**src/rtl/intr_pkg.sv**
```systemverilog
package intr_pkg;
  localparam int NUM_COND = 4;
  localparam int IDX_CONSOLE = 0;
  localparam int IDX_PERR = 1;
  localparam int IDX_PQ = 2;
  localparam int IDX_SVC = 3;

  typedef enum logic [1:0] {
    END_COMPLETE  = 2'd0,
    END_TERMINATE = 2'd1,
    END_SUPPRESS  = 2'd2
  } end_kind_e;

  function automatic end_kind_e end_kind_of(input int idx);
    case (idx)
      IDX_PERR: return END_TERMINATE;
      IDX_PQ:   return END_SUPPRESS;
      default:  return END_COMPLETE;
    endcase
  endfunction
endpackage

```
**src/rtl/key_sync_edge.sv**
```systemverilog
module key_sync_edge #(
  parameter int STAGES = 2
) (
  input  logic clk,
  input  logic rst_n,
  input  logic key_async,
  output logic key_rise
);
  logic [STAGES:0] sh_q;

  always_ff @(posedge clk) begin
    if (!rst_n) sh_q <= '0;
    else        sh_q <= {sh_q[STAGES-1:0], key_async};
  end

  assign key_rise = sh_q[STAGES-1] & ~sh_q[STAGES];


  single_rise_chk: assert property (@(posedge clk) disable iff (!rst_n)
    key_rise |=> !key_rise);
endmodule

```
**src/rtl/intr_flag_bank.sv**
```systemverilog
module intr_flag_bank #(
  parameter int N = 4,
  parameter int SVC_W = 8
) (
  input  logic             clk,
  input  logic             rst_n,
  input  logic [N-1:0]     set_i,
  input  logic [N-1:0]     clr_i,
  input  logic             svc_stb,
  input  logic [SVC_W-1:0] svc_field,
  output logic [N-1:0]     flags_o,
  output logic [SVC_W-1:0] svc_byte_o
);
  for (genvar i = 0; i < N; i++) begin : g_flag
    logic f_q;
    always_ff @(posedge clk) begin
      if (!rst_n) f_q <= 1'b0;
      else        f_q <= set_i[i] | (f_q & ~clr_i[i]);
    end
    assign flags_o[i] = f_q;


    clr_pending_chk: assert property (@(posedge clk) disable iff (!rst_n)
      clr_i[i] |-> f_q);
  end

  always_ff @(posedge clk) begin
    if (!rst_n)       svc_byte_o <= '0;
    else if (svc_stb) svc_byte_o <= svc_field;
  end


  svc_load_chk: assert property (@(posedge clk) disable iff (!rst_n)
    svc_stb |=> svc_byte_o == $past(svc_field));
endmodule

```
**src/rtl/intr_arbiter.sv**
```systemverilog
module intr_arbiter #(
  parameter int N = 4,
  parameter int GATED_IDX = 0,
  localparam int IDX_W = (N > 1) ? $clog2(N) : 1
) (
  input  logic [N-1:0]     flags_i,
  input  logic             boundary_i,
  output logic             found_o,
  output logic [IDX_W-1:0] idx_o
);
  logic [N-1:0] elig;

  always_comb begin
    elig = flags_i;
    elig[GATED_IDX] = flags_i[GATED_IDX] & boundary_i;
    found_o = |elig;
    idx_o = '0;
    for (int i = N - 1; i >= 0; i--) begin
      if (elig[i]) idx_o = IDX_W'(i);
    end
  end
endmodule

```
**src/rtl/intr_cond_reg.sv**
```systemverilog
module intr_cond_reg
  import intr_pkg::*;
#(
  parameter int STAT_W = 32,
  parameter int FLAG_LSB = 17,
  parameter int BASE_PRIO = 18,
  parameter int CODE_W = 5,
  parameter int SVC_W = 8,
  parameter int SYNC_STAGES = 2
) (
  input  logic              clk,
  input  logic              rst_n,
  input  logic              key_raw,
  input  logic              perr_stb,
  input  logic              pq_stb,
  input  logic              svc_stb,
  input  logic [SVC_W-1:0]  svc_field,
  input  logic              insn_done,
  input  logic              int_en,
  input  logic              take_ready,
  output logic              take_valid,
  output logic [CODE_W-1:0] take_code,
  output logic [1:0]        take_end,
  output logic [STAT_W-1:0] stat
);
  localparam int N = NUM_COND;
  localparam int IDX_W = $clog2(N);

  logic             key_rise;
  logic [N-1:0]     set_v, clr_v, flags;
  logic [SVC_W-1:0] svc_byte;
  logic             found;
  logic [IDX_W-1:0] win_idx;
  logic [IDX_W-1:0] held_idx;
  logic             handshake;

  key_sync_edge #(.STAGES(SYNC_STAGES)) i_key (
    .clk(clk), .rst_n(rst_n), .key_async(key_raw), .key_rise(key_rise)
  );

  always_comb begin
    set_v = '0;
    set_v[IDX_CONSOLE] = key_rise;
    set_v[IDX_PERR] = perr_stb;
    set_v[IDX_PQ] = pq_stb;
    set_v[IDX_SVC] = svc_stb;
  end

  assign handshake = take_valid & take_ready;

  for (genvar i = 0; i < N; i++) begin : g_clr
    assign clr_v[i] = handshake && (held_idx == IDX_W'(i));
  end

  intr_flag_bank #(.N(N), .SVC_W(SVC_W)) i_bank (
    .clk(clk), .rst_n(rst_n), .set_i(set_v), .clr_i(clr_v),
    .svc_stb(svc_stb), .svc_field(svc_field),
    .flags_o(flags), .svc_byte_o(svc_byte)
  );

  intr_arbiter #(.N(N), .GATED_IDX(IDX_CONSOLE)) i_arb (
    .flags_i(flags), .boundary_i(insn_done), .found_o(found), .idx_o(win_idx)
  );

  always_ff @(posedge clk) begin
    if (!rst_n) begin
      take_valid <= 1'b0;
      held_idx   <= '0;
      take_code  <= '0;
      take_end   <= END_COMPLETE;
    end else if (handshake) begin
      take_valid <= 1'b0;
    end else if (!take_valid && int_en && found) begin
      take_valid <= 1'b1;
      held_idx   <= win_idx;
      take_code  <= CODE_W'(BASE_PRIO) + CODE_W'(win_idx);
      take_end   <= end_kind_of(int'(win_idx));
    end
  end

  always_comb begin
    stat = '0;
    stat[SVC_W-1:0] = svc_byte;
    stat[FLAG_LSB +: N] = flags;
  end


  hold_under_bp_chk: assert property (@(posedge clk) disable iff (!rst_n)
    take_valid && !take_ready |=> take_valid && $stable(take_code) && $stable(take_end));


  gap_after_accept_chk: assert property (@(posedge clk) disable iff (!rst_n)
    take_valid && take_ready |=> !take_valid);


  enable_gate_chk: assert property (@(posedge clk) disable iff (!rst_n)
    take_valid && !$past(take_valid) |-> $past(int_en));


  console_boundary_chk: assert property (@(posedge clk) disable iff (!rst_n)
    take_valid && !$past(take_valid) && take_code == CODE_W'(BASE_PRIO) |-> $past(insn_done));
endmodule

```
**config.mk**
```make
export PLATFORM = sky130hd
export DESIGN_NAME = intr_cond_reg
export DESIGN_NICKNAME = d
export VERILOG_FILES = /design/src/rtl/intr_pkg.sv /design/src/rtl/key_sync_edge.sv /design/src/rtl/intr_flag_bank.sv /design/src/rtl/intr_arbiter.sv /design/src/rtl/intr_cond_reg.sv
export SDC_FILE = /design/constraint.sdc
export NUM_CORES = 1
export LEC_CHECK = 0
export CORE_MARGIN = 10
export CORE_UTILIZATION = 37
export DETAILED_ROUTE_END_ITERATION = 10
export PLACE_DENSITY = 0.76
export SLEW_MARGIN = 0
export SYNTH_ARGS = -nofsm -noshare
export SYNTH_HDL_FRONTEND = slang
export SYNTH_SLANG_ARGS = --single-unit
```
**constraint.sdc**
```tcl
create_clock -name clk -period 1.48 [get_ports clk]
set_input_delay 0.444 -clock clk [delete_from_list [all_inputs] [get_ports clk]]
set_output_delay 0.444 -clock clk [all_outputs]
set_load 0.03 [all_outputs]
```
* Word-level counts from Yosys, hierarchy flattened *
Cells that the tools add are included.

storage, ports and cells
  bits in registers = 25
  output and inout port bits = 40
  word-level logic and storage cells = 50

cells by class
  $add $sub $neg = 1
  equality and inequality tests = 5
  multiplexer cells = 5
  bitwise gates (word level) = 18
  reductions and logical operators = 11

operators by type and width
  operator               count
  $mux W2                4
  $and A1 B1 Y1          7
  $not A1 Y1             7
  $eq A2 B2 Y1 const B   3
  $logic_and A1 B1 Y1    6
  $add A5 B2 Y5 const A  1
  $eq A2 B1 Y1 const B   2
  $or A1 B1 Y1           4
  $pmux W2 S2            1
  $reduce_or A4 Y1       1
  $logic_not A2 Y1       1
  $reduce_and A2 Y1      1
  $reduce_or A2 Y1       1
  $logic_not A1 Y1       1

* Depth between registers and ports, before layout *
Gate-level depths: netlist of the first run.

  depth after elaboration = 6
  mapped depth = 3

* Hierarchy *
A second synthesis of the first run with hierarchy kept.

second synthesis, totals
  cell total of the unflattened synthesis = 111
  area, all modules = 1,083.5 um2

modules (own cells, without submodules)
  module          instances  cells each  area an instance (um2)  sequential area each (um2)
  intr_cond_reg   1          56          475.5                   140.1
  intr_flag_bank  1          42          471.7                   240.2
  key_sync_edge   1          7           92.6                    60.1
  intr_arbiter    1          6           43.8                    0.0

* Worst setup path before layout of the first run *
No wires, ideal clock.

  path kind = reg-to-reg
  start point = register take_valid
  end point = register take_valid
  library setup time = 122 ps
  arrival time = 1,168 ps
  data required time = 1,358 ps
  setup slack = 191 ps
  stages on the path, launching flop included = 4
  buffers on the path = 0
  cell sequence = dfxtp_1 nand2b_4 nor2_1 o311a_1

between the ends
  word-level cells in the longest chain between the ends = 3

RTL lines
  item                               line                 RTL
  start, declared                    intr_cond_reg.sv:21  output logic take_valid,
  start signal, assigned             intr_cond_reg.sv:67  take_valid <= 1'b0;
  start signal, assigned             intr_cond_reg.sv:72  take_valid <= 1'b0;
  start signal, assigned             intr_cond_reg.sv:74  take_valid <= 1'b1;
  $logic_not A1 Y1                   intr_cond_reg.sv:73  end else if (!take_valid && int_en && found) begin
  $logic_and A1 B1 Y1 (2 in series)  intr_cond_reg.sv:73

Parallel ways exist; a longest one is shown, timed or not.
A chain may end at the register's enable or synchronous reset.

* Final worst setup path of the first run *
  start point = register i_bank.svc_byte_o[6]
  end point = output stat[6]

RTL lines
  item                    line                  RTL
  start, declared         intr_flag_bank.sv:12  output logic [SVC_W-1:0] svc_byte_o
  start signal, assigned  intr_flag_bank.sv:29  else if (svc_stb) svc_byte_o <= svc_field;
  end, declared           intr_cond_reg.sv:24   output logic [STAT_W-1:0] stat

No word-level cell between the ends.

==> results of run 1 <==
-- final timing paths --
path                            depth (start not counted)            startpoint  slack, ns       endpoint
worst max-delay path                                    1  i_bank.svc_byte_o[6]       0.08        stat[6]
worst min-delay path                                    1         i_key.sh_q[0]       0.45  i_key.sh_q[1]
worst max register to register                          4            take_valid       0.32     take_valid
worst min register to register                          1         i_key.sh_q[0]       0.45  i_key.sh_q[1]
-- routing by layer --
layer / global-route usage (%) / up-vias / routed length (µm) / part of all wire [%]
met1: 8.28 / 356 / 859 / 36
li1: - / 389 / - / -
met4: 3.23 / 0 / 20 / 0.84
met3: 6.94 / 4 / 408 / 17
met2: 14.2 / 44 / 1090 / 46
met5: 0 / - / 0 / 0
-- flip-flops by register name, summed over array words and instances, names as in the netlist --
signal and count:
take_valid 1, held_idx 1, i_bank.svc_byte_o 8, take_code 3
take_end 2, i_bank.g_flag.f_q 4, i_key.sh_q 3
-- report_power, final --
group          switching, µW  leakage (µW)  internal, µW
registers               37.7      0.000182           634
clock network            162     0.0000138          94.7
logic                    223      0.000405           135
total                    423      0.000601           864
-- logic make-up (layout without fill, tap and decap cells) --
logic type      count (synthesis)  after routing  share of synthesized area (%)
compound gates                 19             19                           13.9
buf+inv                        31             47                           21.3
flops                          22             22                           44.1
mux                             8              8                           8.01
other cells                     1             21                          0.375
simple gates                   25             25                           12.4
-- per-stage QoR --
| step | worst slack [ns] | total power (µW) |
|---|---|---|
| 2_1_floorplan | 0.191 | 955 |
| 3_3_place_gp | -0.119 | 1040 |
| 3_5_place_dp | -0.153 | 1050 |
| 4_1_cts | 0.00141 | 1300 |
| 5_1_grt | 0.0303 | 1360 |
| 6_report | 0.0803 | 1290 |
-- Yosys cell counts, drive strengths merged --
| cell | n |
|---|---|
| clkbuf | 1 |
| nor2 | 14 |
| o32ai | 2 |
| a211o | 1 |
| o311a | 1 |
| or2 | 1 |
| o31a | 1 |
| o211a | 1 |
| nand2b | 2 |
| nand4b | 1 |
| a211oi | 1 |
| o31ai | 2 |
| and2 | 3 |
| a41oi | 1 |
| nand2 | 3 |
| dfxtp | 22 |
| o21ai | 2 |
| a21oi | 6 |
| nand4 | 1 |
| buf | 27 |
| mux2i | 8 |
| inv | 3 |
| conb | 1 |
| o211ai | 1 |
-- timing repair --
item	4_1_cts	5_1_grt
gates cloned	0	0
hold buffers	0	0
resized for setup	15	5
setup endpoints to repair	6	5
-- final cells by class --
cell class | count | share of cell area, %
clock buffers | 3 | 1.75
inverters | 3 | 0.875
multi-input cells | 73 | 32.8
flip-flops and latches | 22 | 34.4
well taps | 30 | 2.92
repair buffers | 41 | 27.3
==> metrics.txt, run 1 <==
run status=complete, no violations; RD Place Congestion=0.754; CTS root buf=clkbuf_4; initial core utilization=39.6%; H-tree depth=1; Layout area overhead=28.8%; core area=2520 µm²; initial antenna violation count=0; fin crit share=94.6%; drc violations=0; RSZ-0062 raised after global routing=false; largest net degree at the start of global routing=13; Worst Hold Class=reg2reg; Post-DP Area=1270 µm²; register area share after synthesis=44.1%; Final Instance Count excl. Fillers=approximately 170; Global Route Usage Sum=8.81%; clock tree buffer depth=2; post-DR wirelength/cell=13.8 µm; layout cells sized above 1=23.2%; critical path, cell by cell=clkdlybuf4s15_2; Sink Count=22; critical path's top delay family=flip-flops; Design Area, Final=approximately 1300 µm²; Setup CP Type=reg2out; commonest non-fill, non-tap cell in the layout=conb_1; number of DRC markers in iteration 0=59; Critical Path RT=1.04 ns; worst skew pair latency=0.29 ns; Vias=approximately 790; minimum clock period=1.40 ns; setup violators final=0; synthesized area per cell=9.43 µm²; antenna cell count=0; Max IR drop VDD=about 0.54 mV; drt pass-1 iters=4; Final Core Density=approximately half; Hold Slack=about 0.45 ns; leakage dissipation=0.000601 µW; max_cap viols=0; clock skew=around 0.0034 ns; FILL cells=between 200 and 250; chip height=72.0 µm; Synth area leaders=dfxtp_1, buf_4, mux2i_1; Netlist cell types=27; commonest cells after routing, fill and taps aside=conb_1, dfxtp_1, buf_4; WP data arrival=0.96 ns; Cells after DPL=about 170; die area=slightly above 5000 µm²; Fin. Hold Viols=0; ANT nets after route=0; post-synthesis cell area=1000 µm²; crit path launch type=register; first-pass GRT wire length=3790 µm; Critical path buffers and inverters=1; total wire length=2380 µm; nets=~160; area leader, netlist=dfxtp_1; vias in the first global route=842; FMAX=714 MHz; die width=72.0 µm; FF+latch count, synth=22; multi-input logic area=422 µm²; Critical Path Max Stage Delay=0.36 ns; pwr/cell area=roughly 1000 nW/µm²; CTS tree=built; Slowest cell on crit path=dfxtp_1; Rows=18; Port Buffers=35; register area=443 µm²; Post-CTS Setup Inserts=0; Reg clk slew, reported paths=0.11 ns; Slew Viols, Final=0; I/O pin cnt=57; Num CTS Buffers=3; cell count after synthesis=106; DR vias/cell=4.61; CP Max Fanout=2; DPL Wire Length=1960 µm; post-synth top area share=44.1%; Total Neg Setup Slack=0 ns; Critical Path Sink Type=primary output; Ys Warns=0; Remaining Overflow, GRT=0
No activity file was read; power rests on OpenSTA's default activity.
==> run 2: changes to the inputs <==
--- a/config.mk
+++ b/config.mk
@@ -5,9 +5,11 @@
 export SDC_FILE = /design/constraint.sdc
 export NUM_CORES = 1
 export LEC_CHECK = 0
+export CORE_ASPECT_RATIO = 0.5
 export CORE_MARGIN = 10
 export CORE_UTILIZATION = 37
 export DETAILED_ROUTE_END_ITERATION = 10
+export HOLD_SLACK_MARGIN = 0.06
 export PLACE_DENSITY = 0.76
 export SLEW_MARGIN = 0
 export SYNTH_ARGS = -nofsm -noshare
==> run 2 against run 1 <==
Global-route usage rose by 0.11 points. Sequential share of layout area fell by 2.5 points. Combinational power rose by 5%. Routed wire length rose by 2.5%. Setup slack got worse by 0.046 ns. Worst hold slack got worse by 0.012 ns. Die area rose by 2.4%. Maximum frequency fell by 3.2%.
==> metrics.txt, run 2 (same netlist as run 1, synthesis figures left out) <==
run status=complete, no violations; drc violations=0 (unchanged); Cells after DPL=177 (+4.7%); dpl ws=-0.143 ns (+0.0100 ns); Comb power frac=25.6% (-2.2 points); post_cts resized=9 (-6); critical path's top delay family=buffers and inverters; Worst Hold Class=reg2reg; H-tree depth=1 (unchanged); Sw Share=30.7% (-2.2 points); ANT nets after route=0 (unchanged); chip height=56.8 µm (-21%); post-DR wirelength/cell=13.5 µm (-2.6%); Critical Path Sink Type=primary output; critical path, cell by cell=dlygate4sd2_1; antenna cell count=0 (unchanged); Setup crit start=i_bank.svc_byte_o[5]; vias in the first global route=802 (-4.8%); Sink Count=22 (unchanged); leakage dissipation=0.000639 µW (+6.2%); Critical Path RT=1.04 ns (about the same); crit path launch type=register; core area=2590 µm² (+2.5%); Net Switching=452 µW (+7.0%); Reg with most FFs=i_bank.svc_byte_o; Slew Viols, Final=0 (unchanged); DR vias/cell=4.29 (-7.0%); worst r2r path cells=4 (unchanged); CP Max Fanout=2 (unchanged); initial antenna violation count=0 (unchanged); CTS root buf=clkbuf_8; clock skew=0.00584 ns (+0.00246 ns); Fin. Hold Viols=0 (unchanged); Vias=776 (-2.1%); end point of the critical path=stat[5]; commonest cells after routing, fill and taps aside=dfxtp_1, conb_1, clkdlybuf4s50_1; pwr/cell area=1070 nW/µm² (+7.0%); number of DRC markers in iteration 0=21 (-64%); Critical path buffers and inverters=1 (unchanged); Setup CP Type=reg2out; Final Worst Setup Slack=0.0342 ns (-0.0461 ns); die width=93.5 µm (+30%); I/O pin cnt=57 (unchanged); Sequential Power Share=45.7% (-6.5 points); commonest non-fill, non-tap cell in the layout=dfxtp_1; largest net degree at the start of global routing=13 (unchanged); initial core utilization=38.7% (-0.98 points); nets=162 (+0.62%); die area=5310 µm² (+2.4%); CTS tree=built; reg2reg start=take_valid; flop-to-flop setup slack=0.23 ns (-0.09 ns); drt pass-1 iters=4 (unchanged); Critical Path Max Stage Delay=0.41 ns (+0.05 ns); FILL cells=236 (-2.9%); RD Place Congestion=0.786 (+4.2%); Rows=13 (-5); Final Instance Count excl. Fillers=181 (+5.2%); CP Depth=1 (unchanged); max reg flops=8 (unchanged); Int Pwr=1020 µW (+18%); Post-CTS Setup Inserts=0 (unchanged); FMAX=692 MHz (-3.2%); Max IR drop VDD=0.700 mV (+29%); RSZ-0062 raised after global routing=false; fin crit share=97.7% (+3.1 points); Remaining Overflow, GRT=0 (unchanged); Largest regs=i_bank.svc_byte_o: 8 flops, i_bank.g_flag.f_q: 4 flops; clock share of power=28.7% (+8.8 points); CTS Hold Buffers Added=0 (unchanged); worst hold path depth=1 (unchanged); Num CTS Buffers=3 (unchanged); R2R Path End=take_valid; setup violators final=0 (unchanged); max_cap viols=0 (unchanged); layout cells sized above 1=18.1% (-5.2 points); first-pass GRT wire length=3870 µm (+2.2%); Layout area overhead=37.9%; Reg clk slew, reported paths=0.08 ns (-0.03 ns); clock tree buffer depth=2 (unchanged); total wire length=2440 µm (+2.5%); Global Route Usage Sum=8.91% (+0.11 points); Slowest cell on crit path=dlygate4sd2_1; DPL Wire Length=1960 µm (-0.21%); WP data arrival=1.00 ns (+0.04 ns); worst skew pair latency=0.26 ns (-0.03 ns); Port Buffers=35 (unchanged); minimum clock period=1.45 ns (+0.0461 ns)
==> run 2: through the flow <==
| step | utilization [%] | area, µm² | power, µW | setup TNS (ns) | hold WS [ns] |
|---|---|---|---|---|---|
| 2_1_floorplan | - | 1070 | 955 | 0 | 0.412 |
| 4_1_cts | 53.3 | 1380 | 1490 | 0 | 0.438 |
| 5_1_grt | 53.3 | 1380 | 1540 | 0 | 0.471 |
| 3_3_place_gp | 51.5 | 1330 | 1070 | -0.623 | 0.415 |
| 6_report | 53.3 | 1380 | 1470 | 0 | 0.437 |
| 3_5_place_dp | 51.5 | 1330 | 1070 | -0.776 | 0.419 |
==> run 2: worst min-delay path by stage <==
stage                              from             to  slack [ns]
after global routing      i_key.sh_q[0]  i_key.sh_q[1]        0.47
final                     i_key.sh_q[0]  i_key.sh_q[1]        0.44
after CTS                 i_key.sh_q[0]  i_key.sh_q[1]        0.44
after global placement    i_key.sh_q[0]  i_key.sh_q[1]        0.42
after detailed placement  i_key.sh_q[0]  i_key.sh_q[1]        0.42
after floorplan           i_key.sh_q[0]  i_key.sh_q[1]        0.41
==> run 2: power groups by stage <==
stage                     combinational [µW]  sequential [µW]  clock [µW]
after floorplan                          221              735           0
after detailed placement                 383              688           0
after global placement                   378              687           0
final                                    377              674         423
after CTS                                376              674         439
after global routing                     400              681         455
==> run 2: cell type report <==
cell class	count	area [µm²]	share of cell area (%)
Tap cell	37	46.3	3.36
Timing Repair Buffer	42	404	29.3
Clock buffer	4	55.1	3.99
Multi-Input combinational cell	73	422	30.6
Inverter	3	11.3	0.817
Sequential cell	22	440	31.9
==> run 2: routing by layer <==
| layer | global-route usage, % | wire length (µm) | vias to the layer above | part of all wire (%) |
|---|---|---|---|---|
| li1 | - | - | 387 | - |
| met1 | 8.55 | 849 | 350 | 35 |
| met3 | 4.11 | 304 | 2 | 12 |
| met2 | 16.0 | 1250 | 37 | 51 |
| met5 | 0 | 0 | - | 0 |
| met4 | 4.15 | 34 | 0 | 1.4 |
==> run 3: changes to the inputs <==
==> constraint.sdc (replaced) <==
create_clock -name clk -period 1.6 [get_ports clk]
set_input_delay 0.48 -clock clk [delete_from_list [all_inputs] [get_ports clk]]
set_output_delay 0.48 -clock clk [all_outputs]
set_load 0.03 [all_outputs]
==> run 3 against run 2 <==
First-iteration DRC count rose to 3.0 times the previous value. Critical endpoint is now stat[19]. Non-clock buffer count rose by 1. Setup slack improved by 0.032 ns. Global-route usage down 0.12 points. Final area down 2.5%.
==> metrics.txt, run 3 (same netlist as run 1, synthesis figures left out) <==
run status=complete, no violations; clock tree buffer depth=2 (unchanged); Net Switching=410 µW (-9.4%); Remaining Overflow, GRT=0 (unchanged); worst hold start=i_key.sh_q[0]; Num CTS Buffers=3 (unchanged); Reg clk slew, reported paths=0.07 ns (about the same); vias in the first global route=812 (+1.2%); I/O pin cnt=57 (unchanged); WL met1=892 µm (+5.1%); drt pass-1 iters=4 (unchanged); pwr/cell area=957 nW/µm² (-10%); metal2 WL=1240 µm (-0.24%); worst hold path depth=1 (unchanged); Setup crit start=i_bank.g_flag[2].f_q; reg2reg start=take_valid; Max IR drop VDD=0.393 mV (-44%); Largest regs=i_bank.svc_byte_o: 8 flops, i_bank.g_flag.f_q: 4 flops; Int Pwr=876 µW (-14%); CTS tree=built; Worst Hold Class=reg2reg; DPL Wire Length=2030 µm (+3.4%); core area=2590 µm² (unchanged); R2R Path End=held_idx[0]; worst skew pair latency=0.25 ns (about the same); Port Buffers=35 (unchanged); worst r2r path cells=3 (-1); Post-CTS Setup Inserts=0 (unchanged); Comb power frac=26.5% (+0.9 points); flop-to-flop setup slack=0.42 ns (+0.19 ns); fin crit share=between 90% and 100%; setup violators final=0 (unchanged); clock skew=0.000721 ns (-0.00512 ns); total wire length=2470 µm (+1.2%); Sequential Power Share=47.6% (+1.9 points); Slowest cell on crit path=dlygate4sd2_1; layout cells sized above 1=11.8% (-6.3 points); Power, Total=1290 µW (-13%); Slew Viols, Final=0 (unchanged); Vias=800 (+3.1%); largest net degree at the start of global routing=13 (unchanged); Final Core Density=52.0% (-1.4 points); Fin. Hold Viols=0 (unchanged); clock share of power=26.0% (-2.7 points); WHS Endpoint=i_key.sh_q[1]; max_cap viols=0 (unchanged); H-tree depth=1 (unchanged); Global Route Usage Sum=8.79% (-0.12 points); drc violations=0 (unchanged); die area=5310 µm² (unchanged); critical path's top delay family=buffers and inverters; first-pass GRT wire length=3840 µm (-0.88%); leakage dissipation=0.000656 µW (+2.8%); max reg flops=8 (unchanged); Setup CP Type=reg2out; RSZ-0062 raised after global routing=false; FMAX=652 MHz; Critical path buffers and inverters=1 (unchanged); ANT nets after route=0 (unchanged); metal3 WL=328 µm (+7.9%); minimum clock period=1.53 ns; Sw Share=31.9% (+1.2 points); die width=93.5 µm (unchanged); Layout area overhead=34.4%; antenna cell count=0 (unchanged); crit path launch type=register; FILL cells=250 (+5.9%); CTS root buf=clkbuf_8; commonest non-fill, non-tap cell in the layout=dfxtp_1; Critical Path Max Stage Delay=0.42 ns (about the same); Reg with most FFs=i_bank.svc_byte_o; number of DRC markers in iteration 0=63 (+200%); WP data arrival=1.05 ns (+0.05 ns); Critical Path Sink Type=primary output; chip height=56.8 µm (unchanged); commonest cells after routing, fill and taps aside=dfxtp_1, conb_1, clkdlybuf4s50_1, dlygate4sd2_1, nor2_1; Rows=13 (unchanged); RD Place Congestion=0.837 (+6.5%); nets=163 (+0.62%); critical path, cell by cell=dlygate4sd2_1; post-DR wirelength/cell=13.6 µm (+1.2%); Design Area, Final=1340 µm² (-2.5%); initial core utilization=38.7% (unchanged); uppermost layer routed=met3; Post-DP Area=1320 µm² (-0.75%); Critical Path RT=1.12 ns (+0.08 ns); CP Max Fanout=4 (+2); Sink Count=22 (unchanged); initial antenna violation count=0 (unchanged); DR vias/cell=4.42 (+3.1%)
[run 3: cell count changes in the layout (fill, tap and decap cells not counted)]
cell	before	now
clkdlybuf4s15_1	4	0
buf_12	3	0
buf_4	15	11
clkbuf_8	4	3
clkbuf_2	1	0
dlygate4sd2_1	3	16
[run 3: layer usage]
layer	GRT usage, %	vias up
li1	-	394
met5	0	-
met3	4.11	0
met2	16.5	39
met4	2.62	0
met1	8.36	367
[run 3: per-stage QoR]
stage	std cells	hold WS [ns]	setup slack [ns]	setup TNS [ns]
6_report	181	0.444	0.0657	0
5_1_grt	181	0.454	0.0317	0
4_1_cts	181	0.447	0.0548	0
3_5_place_dp	178	0.429	-0.111	-0.389
3_3_place_gp	178	0.417	-0.0241	-0.0957
2_1_floorplan	126	0.412	0.311	0
[run 3: how the worst max path moves through the flow]
stage                        to  depth (start not counted)  slack, ns
floorplan            take_valid                          3       0.31
global placement    take_end[1]                          4      -0.02
detailed placement  held_idx[0]                          4      -0.11
CTS                    stat[19]                          1       0.05
global route           stat[19]                          1       0.03
finish                 stat[19]                          1       0.07
[run 3: power groups by stage]
stage	Combinational, µW	Sequential (µW)	Clock, µW
after floorplan	204	680	0
after global placement	352	625	0
after detailed placement	358	625	0
after CTS	339	612	341
after global routing	363	617	356
final	340	612	334
[run 3: layout make-up]
cell class	instances	area (µm²)	area share (%)
flip-flops and latches	22	440	32.8
clock buffers	3	41.3	3.07
repair buffers	43	383	28.5
multi-input cells	73	422	31.4
well taps	37	46.3	3.45
inverters	3	11.3	0.838
[run 3: timing repair]
action,CTS,global route
endpoints found under the setup margin,16,0
hold buffers,0,0
gates resized for setup,16,0
endpoints found under the hold margin,0,0
